==> config.mk <==
export PLATFORM = sky130hd
export DESIGN_NAME = pat1101_recognizer
export DESIGN_NICKNAME = d
export VERILOG_FILES = /design/src/rtl/seqrec_pkg.sv /design/src/rtl/rec_dense_core.sv /design/src/rtl/rec_onehot_core.sv /design/src/rtl/rec_machine.sv /design/src/rtl/pat1101_recognizer.sv
export SDC_FILE = /design/constraint.sdc
export NUM_CORES = 1
export LEC_CHECK = 0
export ABC_AREA = 1
export CAP_MARGIN = 10
export CORE_AREA = 2 2 39 41
export DETAILED_ROUTE_END_ITERATION = 8
export DIE_AREA = 0 0 41 43
export DONT_BUFFER_PORTS = 1
export PLACE_DENSITY = 0.32
export SYNTH_ARGS = -nofsm -noshare
export SYNTH_HDL_FRONTEND = slang
export SYNTH_HIERARCHICAL = 1
export SYNTH_SLANG_ARGS = --single-unit
==> constraint.sdc <==
create_clock -name clk -period 2.5 [get_ports clk]
set_input_delay 0.5 -clock clk [delete_from_list [all_inputs] [get_ports clk]]
set_output_delay 0.5 -clock clk [all_outputs]
set_load 0.01 [all_outputs]
==> src/rtl/seqrec_pkg.sv <==
`timescale 1ns/1ps
package seqrec_pkg;

    // Selectable state code style shared by both machines
    typedef enum logic [1:0] {
        ENC_COUNT  = 2'd0,
        ENC_GRAY   = 2'd1,
        ENC_ONEHOT = 2'd2
    } enc_style_e;

    // Abstract progress through the pattern; ST_HIT exists only in the registered-output machine
    typedef enum logic [2:0] {
        ST_IDLE  = 3'd0,
        ST_ONE   = 3'd1,
        ST_ONES  = 3'd2,
        ST_ONZ   = 3'd3,
        ST_HIT   = 3'd4
    } phase_e;

    localparam int MAX_STATES = 5;
    localparam int CODE_W     = MAX_STATES;

    // Flop count needed for a given code style and state count
    function automatic int state_bits(enc_style_e style, int n_states);
        if (style == ENC_ONEHOT)
            return n_states;
        return $clog2(n_states);
    endfunction

    // Code word of an abstract state, zero-extended to CODE_W bits
    function automatic logic [CODE_W-1:0] phase_code(phase_e p, enc_style_e style);
        logic [2:0] idx;
        idx = 3'(p);
        case (style)
            ENC_COUNT: return CODE_W'(idx);
            ENC_GRAY:  return CODE_W'(idx ^ (idx >> 1));
            default:   return CODE_W'(1) << idx;
        endcase
    endfunction

    // Abstract next state; with_hit selects the five-state variant
    function automatic phase_e phase_step(phase_e cur, logic bit_in, logic with_hit);
        phase_e nxt;
        case (cur)
            ST_IDLE: nxt = bit_in ? ST_ONE  : ST_IDLE;
            ST_ONE:  nxt = bit_in ? ST_ONES : ST_IDLE;
            ST_ONES: nxt = bit_in ? ST_ONES : ST_ONZ;
            ST_ONZ:  nxt = bit_in ? (with_hit ? ST_HIT : ST_ONE) : ST_IDLE;
            ST_HIT:  nxt = bit_in ? ST_ONES : ST_IDLE;
            default: nxt = ST_IDLE;
        endcase
        return nxt;
    endfunction

endpackage

==> src/rtl/rec_dense_core.sv <==
`timescale 1ns/1ps
// Binary-coded state register (counting or Gray order), next state through the abstract table
module rec_dense_core
    import seqrec_pkg::*;
#(
    parameter enc_style_e ENC  = ENC_COUNT,
    parameter int         N_ST = 4,
    parameter int         SW   = 2
) (
    input  logic   clk,
    input  logic   rst,
    input  logic   din,
    output phase_e phase
);
    localparam bit WITH_HIT = (N_ST == 5);
    localparam logic [SW-1:0] IDLE_CODE = SW'(phase_code(ST_IDLE, ENC));

    logic [SW-1:0] st_q;
    logic [SW-1:0] st_d;
    phase_e        cur;
    logic          legal;

    // Decode the register into an abstract state; unused codes are flagged illegal
    always_comb begin
        cur   = ST_IDLE;
        legal = 1'b0;
        for (int i = 0; i < N_ST; i++) begin
            if (st_q == SW'(phase_code(phase_e'(3'(i)), ENC))) begin
                cur   = phase_e'(3'(i));
                legal = 1'b1;
            end
        end
    end

    always_comb begin
        if (legal)
            st_d = SW'(phase_code(phase_step(cur, din, WITH_HIT), ENC));
        else
            st_d = IDLE_CODE;
    end

    always_ff @(posedge clk) begin
        if (rst)
            st_q <= IDLE_CODE;
        else
            st_q <= st_d;
    end

    assign phase = cur;

endmodule

==> src/rtl/rec_onehot_core.sv <==
`timescale 1ns/1ps
// One flop per state; each next-state bit reads only the flops of its predecessors
module rec_onehot_core
    import seqrec_pkg::*;
#(
    parameter int N_ST = 4,
    parameter int SW   = 4
) (
    input  logic   clk,
    input  logic   rst,
    input  logic   din,
    output phase_e phase
);
    localparam bit WITH_HIT = (N_ST == 5);

    logic [SW-1:0]         hot_q;
    logic [SW-1:0]         hot_d;
    logic [MAX_STATES-1:0] q5;
    logic [MAX_STATES-1:0] d5;
    logic                  legal;
    logic                  s_idle, s_one, s_ones, s_onz, s_hit;

    assign q5     = MAX_STATES'(hot_q);
    assign s_idle = q5[0];
    assign s_one  = q5[1];
    assign s_ones = q5[2];
    assign s_onz  = q5[3];
    assign s_hit  = q5[4];
    assign legal  = $onehot(hot_q);

    always_comb begin
        d5    = '0;
        d5[0] = ~din & (s_idle | s_one | s_onz | s_hit);
        d5[1] =  din & (s_idle | (~WITH_HIT & s_onz));
        d5[2] =  din & (s_one | s_ones | s_hit);
        d5[3] = ~din & s_ones;
        d5[4] =  din & WITH_HIT & s_onz;
        hot_d = legal ? d5[SW-1:0] : SW'(1);
    end

    always_ff @(posedge clk) begin
        if (rst)
            hot_q <= SW'(1);
        else
            hot_q <= hot_d;
    end

    always_comb begin
        phase = ST_IDLE;
        if (legal) begin
            for (int i = 0; i < N_ST; i++) begin
                if (q5[i])
                    phase = phase_e'(3'(i));
            end
        end
    end

endmodule

==> src/rtl/rec_machine.sv <==
`timescale 1ns/1ps
// One recognizer machine: picks a core by code style and forms its flag
module rec_machine
    import seqrec_pkg::*;
#(
    parameter enc_style_e ENC      = ENC_COUNT,
    parameter bit         WITH_HIT = 1'b0
) (
    input  logic clk,
    input  logic rst,
    input  logic din,
    output logic flag
);
    localparam int N_ST = WITH_HIT ? 5 : 4;
    localparam int SW   = state_bits(ENC, N_ST);

    phase_e phase;

    generate
        if (ENC == ENC_ONEHOT) begin : g_hot
            rec_onehot_core #(.N_ST(N_ST), .SW(SW)) u_core (
                .clk   (clk),
                .rst   (rst),
                .din   (din),
                .phase (phase)
            );
        end else begin : g_dense
            rec_dense_core #(.ENC(ENC), .N_ST(N_ST), .SW(SW)) u_core (
                .clk   (clk),
                .rst   (rst),
                .din   (din),
                .phase (phase)
            );
        end
    endgenerate

    generate
        if (WITH_HIT) begin : g_reg_flag
            assign flag = (phase == ST_HIT);
        end else begin : g_comb_flag
            assign flag = (phase == ST_ONZ) && din;
        end
    endgenerate

endmodule

==> src/rtl/pat1101_recognizer.sv <==
`timescale 1ns/1ps
// Top: early (combinational) and late (registered) recognizers side by side
module pat1101_recognizer
    import seqrec_pkg::*;
#(
    parameter enc_style_e ENCODING = ENC_GRAY
) (
    input  logic clk,
    input  logic rst,
    input  logic serial_in,
    output logic hit_mealy,
    output logic hit_moore
);

    rec_machine #(.ENC(ENCODING), .WITH_HIT(1'b0)) u_early (
        .clk  (clk),
        .rst  (rst),
        .din  (serial_in),
        .flag (hit_mealy)
    );

    rec_machine #(.ENC(ENCODING), .WITH_HIT(1'b1)) u_late (
        .clk  (clk),
        .rst  (rst),
        .din  (serial_in),
        .flag (hit_moore)
    );

endmodule

==> results of run 1 <==
==> stage by stage <==
step / power, uW / hold slack [ps] / cells
final: 192 / 330 / 68
after global routing: 205 / 327 / 68
after CTS: 196 / 322 / 68
after detailed placement: 102 / 525 / 64
after global placement: 102 / 529 / 64
after floorplan: 101 / 495 / 49
==> Yosys cell counts (all sizes together) <==
cell type	count
nor3	1
nand3	4
conb	1
buf	1
ha	3
o21ai	1
nor2	10
nand2	10
inv	12
dfxtp	5
or2	1
==> kinds of logic after synthesis <==
kind of cell / Yosys count / synth area share
other: 1 / 0.0121
AND/OR/NAND/NOR: 26 / 0.359
flip-flops: 5 / 0.323
adder cells (fa/ha/maj): 3 / 0.121
buffers and inverters: 13 / 0.169
AO/OA/AOI/OAI: 1 / 0.0161
==> sequential cells by signal, summed over array words and instances (netlist names) <==
register	count
u_early/g_dense.u_core/st_q	2
u_late/g_dense.u_core/st_q	3
==> layout make-up <==
type,count,share of cell area
multi-input cells,31,0.452
flip-flops and latches,5,0.287
inverters,12,0.129
clock buffers,4,0.0753
well taps,16,0.0573
==> power groups by stage <==
stage / Combinational [uW] / Clock, uW / Sequential (uW)
3_3_place_gp: 14.4 / 0 / 87.3
2_1_floorplan: 14.1 / 0 / 86.8
5_1_grt: 17.8 / 101 / 86.3
4_1_cts: 14.9 / 94.7 / 86.1
3_5_place_dp: 14.8 / 0 / 87.5
6_report: 14.9 / 91.3 / 86.1
==> per-layer routing <==
layer  wire length [um]  up-vias
met5                  0        -
met1                278      103
li1                   -      145
met2                166        6
met3                 38        2
met4                 10        0
==> critical path, cell delays in order (launching register included) <==
cell     delay (ps)
dfxtp_1         360
inv_1            60
ha_1            280
inv_1            60
nand2_1          50
nor2_2          150
==> path summary, 6_finish.rpt <==
check                                                          startpoint                                         to  slack, ps  depth (start not counted)
worst max-delay path            u_early/g_dense.u_core/st_q[0]$_SDFF_PP0_                                  hit_mealy        810                          5
worst min-delay path                                                  rst  u_early/g_dense.u_core/st_q[0]$_SDFF_PP0_        330                          1
worst max register to register  u_early/g_dense.u_core/st_q[1]$_SDFF_PP0_  u_early/g_dense.u_core/st_q[1]$_SDFF_PP0_       1690                          4
worst min register to register   u_late/g_dense.u_core/st_q[2]$_SDFF_PP0_   u_late/g_dense.u_core/st_q[1]$_SDFF_PP0_        540                          3
==> impl_table.tex, run 1 <==
\begin{tabular}{lr}
\hline
Metric & Value \\
\hline
\multicolumn{2}{l}{\textbf{STA}} \\
\quad Setup Viol. Count Final & 0 \\
\quad Worst Slack Setup Final & 808 ps \\
\quad Setup clock skew after layout & 1.32 ps \\
\quad Post-route clock period utilization & 0.677 \\
\quad Pins over their slew limit & 0 \\
\quad Peak Freq & 591 MHz \\
\quad Setup repair after global routing missed its margin & false \\
\quad Total Neg Setup Slack & 0 ps \\
\quad Min Tclk post-route & 1690 ps \\
\quad Final-report hold violation count & 0 \\
\multicolumn{2}{l}{\textbf{Placement}} \\
\quad Cell area reported after detailed placement & 323 um2 \\
\quad Post-DP HPWL & 396 um \\
\quad I/O Buffers & 0 \\
\quad RePlAce Congestion & 0.748 \\
\quad Post-Place Worst Slack & 1050 ps \\
\multicolumn{2}{l}{\textbf{Floorplan}} \\
\quad Floorplan die area & 0.00176 mm2 \\
\quad Num rows & 14 \\
\quad DIE WIDTH & 41 um \\
\quad Effective utilization at floorplan & 0.224 \\
\quad Number of I/O pins & 5 \\
\quad Core area & 0.00138 mm2 \\
\quad Vertical die dimension & 43 um \\
\multicolumn{2}{l}{\textbf{Worst setup path}} \\
\quad Crit Path Max Fanout & 3 \\
\quad Worst EP arrival & 1190 ps \\
\quad Required time of the critical path & 2000 ps \\
\quad Critical setup path kind & reg2out \\
\quad Capturing element type of the critical path & output pin \\
\quad Startpoint type of the worst setup path & flip-flop \\
\multicolumn{2}{l}{\textbf{Pwr}} \\
\quad Combinational Power Share & 0.077 \\
\quad IR Drop Worst-Case VDD & 297 uV \\
\quad Net switching share of the total power & 0.223 \\
\quad Seq pwr share & 0.448 \\
\quad Switching pwr & 42.8 uW \\
\quad Power per cell area & 551 mW/mm2 \\
\quad Clock network fraction of design power & 0.475 \\
\quad Power Internal & 149 uW \\
\quad Leakage power & 0.000188 uW \\
\multicolumn{2}{l}{\textbf{Logic synthesis}} \\
\quad Syn Area/Cell & 6.33 um2 \\
\quad Top cell type's share of synthesized area & 0.323 \\
\quad Seq/Total Area, Yosys & 0.323 \\
\quad Syn Nets & 55 \\
\quad Top area cells in the synthesized netlist & dfxtp\_1 32\%, inv\_1 15\%, ha\_1 12\% \\
\quad Synthesized cell area & 310 um2 \\
\quad Leading area contributor after synthesis & dfxtp\_1 \\
\quad Count of mapped cells out of synthesis & 49 \\
\quad Yosys synthesis warning count & 6 \\
\quad Flip-flop and latch count after synthesis & 5 \\
\quad Number of library cell types mapped by synthesis & 12 \\
\multicolumn{2}{l}{\textbf{Clock tree}} \\
\quad CTS sink cnt & 5 \\
\quad CTS Buf Count & 3 \\
\quad Number of gates resized after CTS & 0 \\
\quad Clock tree from TritonCTS & yes \\
\quad Number of post-CTS setup repair buffers & 0 \\
\quad Clk buf depth & 2 \\
\quad Root buffer cell & clkbuf\_4 \\
\quad Hold buffers post-CTS & 0 \\
\quad Source-to-sink clock delay at the later pin of the worst-skew pair & 240 ps \\
\quad Clock-pin transition on the worst setup and hold timing paths & 40 ps \\
\quad CTS H-tree lvls & 1 \\
\multicolumn{2}{l}{\textbf{Drt}} \\
\quad First-iteration detailed-routing DRC count & 7 \\
\quad Mean routed wirelength per cell & 7.26 um \\
\quad Post-detailed-route count of antenna-violating nets & 0 \\
\quad Number of detailed-route iterations in the first pass & 4 \\
\quad DRC & 0 \\
\quad Final WL & 494 um \\
\quad Vias/cell & 3.76 \\
\quad Count of vias placed by the detailed router & 256 \\
\multicolumn{2}{l}{\textbf{Global routing}} \\
\quad Fraction of met3 tracks used by global routing & 0.0366 \\
\quad Met2 usage in global routing & 0.0688 \\
\quad GR peak layer & met1 \\
\quad Combined global-route utilization of all metal layers & 0.0753 \\
\quad Routing usage on met1 & 0.109 \\
\quad Global-route wire length before repair & 821 um \\
\quad Overall overflow remaining after global route & 0 \\
\quad Number of global-route vias before repair & 210 \\
\quad Initial antenna violation count & 0 \\
\quad Largest net degree at the start of global routing & 7 \\
\multicolumn{2}{l}{\textbf{Run status}} \\
\quad Outcome & complete, no violations \\
\multicolumn{2}{l}{\textbf{Layout}} \\
\quad Area of all placed cells without fillers & 349 um2 \\
\quad Post-layout nets & 59 \\
\quad Layout overhead on the synthesized area & 12.5\% \\
\quad Commonest cells after routing, fill and taps aside & 12 x inv\_1, 10 x nand2\_1, 8 x nor2\_1, 5 x dfxtp\_1, 4 x nand3\_1 \\
\quad Most common cell after layout, fill and taps aside & inv\_1 \\
\quad Count of fill cells added during filler insertion & 153 \\
\quad Core occupancy in the finished layout & 0.252 \\
\quad Area taken by flip-flops and latches & 100 um2 \\
\quad Multi-input logic area & 158 um2 \\
\quad Final antenna diode count & 0 \\
\quad Proportion of layout cells with a drive suffix above 1 & 0.0962 \\
\multicolumn{2}{l}{\textbf{Min path}} \\
\quad Hold Path Class & in2reg \\
\multicolumn{2}{l}{\textbf{Job}} \\
\quad Max-cap violations & 0 \\
\hline
\end{tabular}
(Power assumes the default switching activity.)
==> run 2, diff against run 1 <==
Clock period 2.5 ns to 1.6 ns, I/O delays scaled along.
==> run 2 against run 1 <==
Effect of this change: clock-buffer cell count stayed put; sequential share of layout area is 0.41 points lower; first-iteration DRC count is 43% lower; routed wire length is 16% higher; worst hold slack worse by 190 ps; critical endpoint unchanged.
==> impl_table.tex, run 2 (synthesis results as in run 1) <==
\begin{tabular}{lr}
\hline
Metric & Value \\
\hline
\multicolumn{2}{l}{\textbf{Floorplan}} \\
\quad Vertical die dimension & 43 um (unchanged) \\
\quad Number of I/O pins & 5 (unchanged) \\
\quad Num rows & 14 (unchanged) \\
\quad DIE WIDTH & 41 um (unchanged) \\
\quad Core area & 0.00138 mm2 (unchanged) \\
\quad Floorplan die area & 0.00176 mm2 (unchanged) \\
\quad Effective utilization at floorplan & 0.224 (unchanged) \\
\multicolumn{2}{l}{\textbf{Min path}} \\
\quad Hold Path Class & in2reg (unchanged) \\
\multicolumn{2}{l}{\textbf{Global routing}} \\
\quad Global-route wire length before repair & 931 um (was 821 um) \\
\quad Largest net degree at the start of global routing & 7 (unchanged) \\
\quad Number of global-route vias before repair & 230 (was 210) \\
\quad Combined global-route utilization of all metal layers & 0.0865 (was 0.0753) \\
\quad Initial antenna violation count & 0 (unchanged) \\
\quad Overall overflow remaining after global route & 0 (unchanged) \\
\multicolumn{2}{l}{\textbf{Placement}} \\
\quad I/O Buffers & 0 (unchanged) \\
\quad Post-DP HPWL & 419 um (was 396 um) \\
\quad RePlAce Congestion & 0.724 (was 0.748) \\
\quad Post-Place Worst Slack & 348 ps (was 1050 ps) \\
\multicolumn{2}{l}{\textbf{Drt}} \\
\quad First-iteration detailed-routing DRC count & 4 (was 7) \\
\quad Mean routed wirelength per cell & 8.43 um (was 7.26 um) \\
\quad Number of detailed-route iterations in the first pass & 4 (unchanged) \\
\quad DRC & 0 (unchanged) \\
\quad Final WL & 573 um (was 494 um) \\
\quad Count of vias placed by the detailed router & 250 (was 256) \\
\quad Post-detailed-route count of antenna-violating nets & 0 (unchanged) \\
\quad Vias/cell & 3.68 (was 3.76) \\
\multicolumn{2}{l}{\textbf{Layout}} \\
\quad Commonest cells after routing, fill and taps aside & 12 x inv\_1, 10 x nand2\_1, 8 x nor2\_1, 5 x dfxtp\_1 (was 12 x inv\_1, 10 x nand2\_1, 8 x nor2\_1, 5 x dfxtp\_1, 4 x nand3\_1) \\
\quad Post-layout nets & 59 (unchanged) \\
\quad Top reg by flops & u\_late/g\_dense.u\_core/st\_q (unchanged) \\
\quad Final antenna diode count & 0 (unchanged) \\
\quad Max FFs per register & 3 (unchanged) \\
\quad Most common cell after layout, fill and taps aside & inv\_1 (unchanged) \\
\quad Proportion of layout cells with a drive suffix above 1 & 0.115 (was 0.0962) \\
\quad Largest regs & u\_late/g\_dense.u\_core/st\_q: 3 flops, u\_early/g\_dense.u\_core/st\_q: 2 flops (unchanged) \\
\quad Layout overhead on the synthesized area & 14.1\% (was 12.5\%) \\
\multicolumn{2}{l}{\textbf{Clock tree}} \\
\quad CTS Buf Count & 3 (unchanged) \\
\quad Source-to-sink clock delay at the later pin of the worst-skew pair & 240 ps (about the same) \\
\quad Root buffer cell & clkbuf\_4 (unchanged) \\
\quad Clock-pin transition on the worst setup and hold timing paths & 40 ps (about the same) \\
\quad Clock tree from TritonCTS & yes (unchanged) \\
\quad Clk buf depth & 2 (unchanged) \\
\quad CTS sink cnt & 5 (unchanged) \\
\quad CTS H-tree lvls & 1 (unchanged) \\
\quad Number of post-CTS setup repair buffers & 0 (unchanged) \\
\multicolumn{2}{l}{\textbf{STA}} \\
\quad Post-route clock period utilization & 0.954 \\
\quad Peak Freq & 655 MHz \\
\quad Total Neg Setup Slack & 0 ps (unchanged) \\
\quad Setup clock skew after layout & 0.0813 ps (was 1.32 ps) \\
\quad Pins over their slew limit & 0 (unchanged) \\
\quad Min Tclk post-route & 1530 ps \\
\quad Worst Slack Setup Final & 73.6 ps (was 808 ps) \\
\quad Final-report hold violation count & 0 (unchanged) \\
\quad Setup repair after global routing missed its margin & false (unchanged) \\
\quad Setup Viol. Count Final & 0 (unchanged) \\
\multicolumn{2}{l}{\textbf{Pwr}} \\
\quad Power per cell area & 864 mW/mm2 (was 551 mW/mm2) \\
\quad Leakage power & 0.000188 uW (about the same) \\
\quad IR Drop Worst-Case VDD & 358 uV (was 297 uV) \\
\multicolumn{2}{l}{\textbf{Worst setup path}} \\
\quad Required time of the critical path & 1280 ps (was 2000 ps) \\
\quad Startpoint type of the worst setup path & flip-flop (unchanged) \\
\quad Crit Path Max Fanout & 3 (unchanged) \\
\quad Capturing element type of the critical path & output pin (unchanged) \\
\quad Worst EP arrival & 1210 ps (was 1190 ps) \\
\quad Critical setup path kind & reg2out (unchanged) \\
\multicolumn{2}{l}{\textbf{Run status}} \\
\quad Outcome & complete, no violations (unchanged) \\
\multicolumn{2}{l}{\textbf{Job}} \\
\quad Max-cap violations & 0 (unchanged) \\
\hline
\end{tabular}
==> run 2: per-stage QoR <==
step	area (um2)	hold WS, ps	std cells	power (uW)	utilization
floorplan	310	391	49	158	-
global placement	323	395	64	160	0.233
detailed placement	323	394	64	160	0.233
CTS	349	131	68	314	0.252
global route	354	134	68	328	0.256
finish	354	144	68	306	0.256
==> run 2: path summary, 6_finish.rpt <==
check                                                          startpoint                                         to  slack, ps  depth (start not counted)
worst min-delay path                                                  rst  u_early/g_dense.u_core/st_q[0]$_SDFF_PP0_        140                          1
worst min register to register   u_late/g_dense.u_core/st_q[2]$_SDFF_PP0_   u_late/g_dense.u_core/st_q[1]$_SDFF_PP0_        540                          3
worst max register to register  u_early/g_dense.u_core/st_q[1]$_SDFF_PP0_  u_early/g_dense.u_core/st_q[1]$_SDFF_PP0_        780                          4
worst max-delay path            u_early/g_dense.u_core/st_q[0]$_SDFF_PP0_                                  hit_mealy         70                          5
==> run 2: report_power, final <==
part	switching, uW	internal (uW)
registers	4.48	130
logic	14.9	9.72
clock network	52.3	94.3
==> run 2: final cells by class <==
type,count,area (um2)
clock buffers,4,26.3
well taps,16,20.0
inverters,12,45.0
fillers,153,1030
multi-input cells,31,163
flip-flops and latches,5,100
==> run 2: per-layer routing <==
metal,global-route usage,vias to the layer above,part of all wire
met3,0.0366,2,0.080
met4,0.100,0,0.017
met5,0,-,0
met1,0.110,92,0.47
li1,-,147,-
met2,0.0938,9,0.43
==> run 2: what timing repair did <==
item | CTS | global route
hold endpoints to repair | 0 | 0
gates resized for setup | 0 | 1
endpoints found under the setup margin | 0 | 1
hold buffers | 0 | 0
==> run 2: critical path, cell delays in order, from the launching register on <==
cell     delay (ps)
dfxtp_1         360
inv_1            60
ha_1            290
inv_1            50
nand2_1          50
nor2_2          150
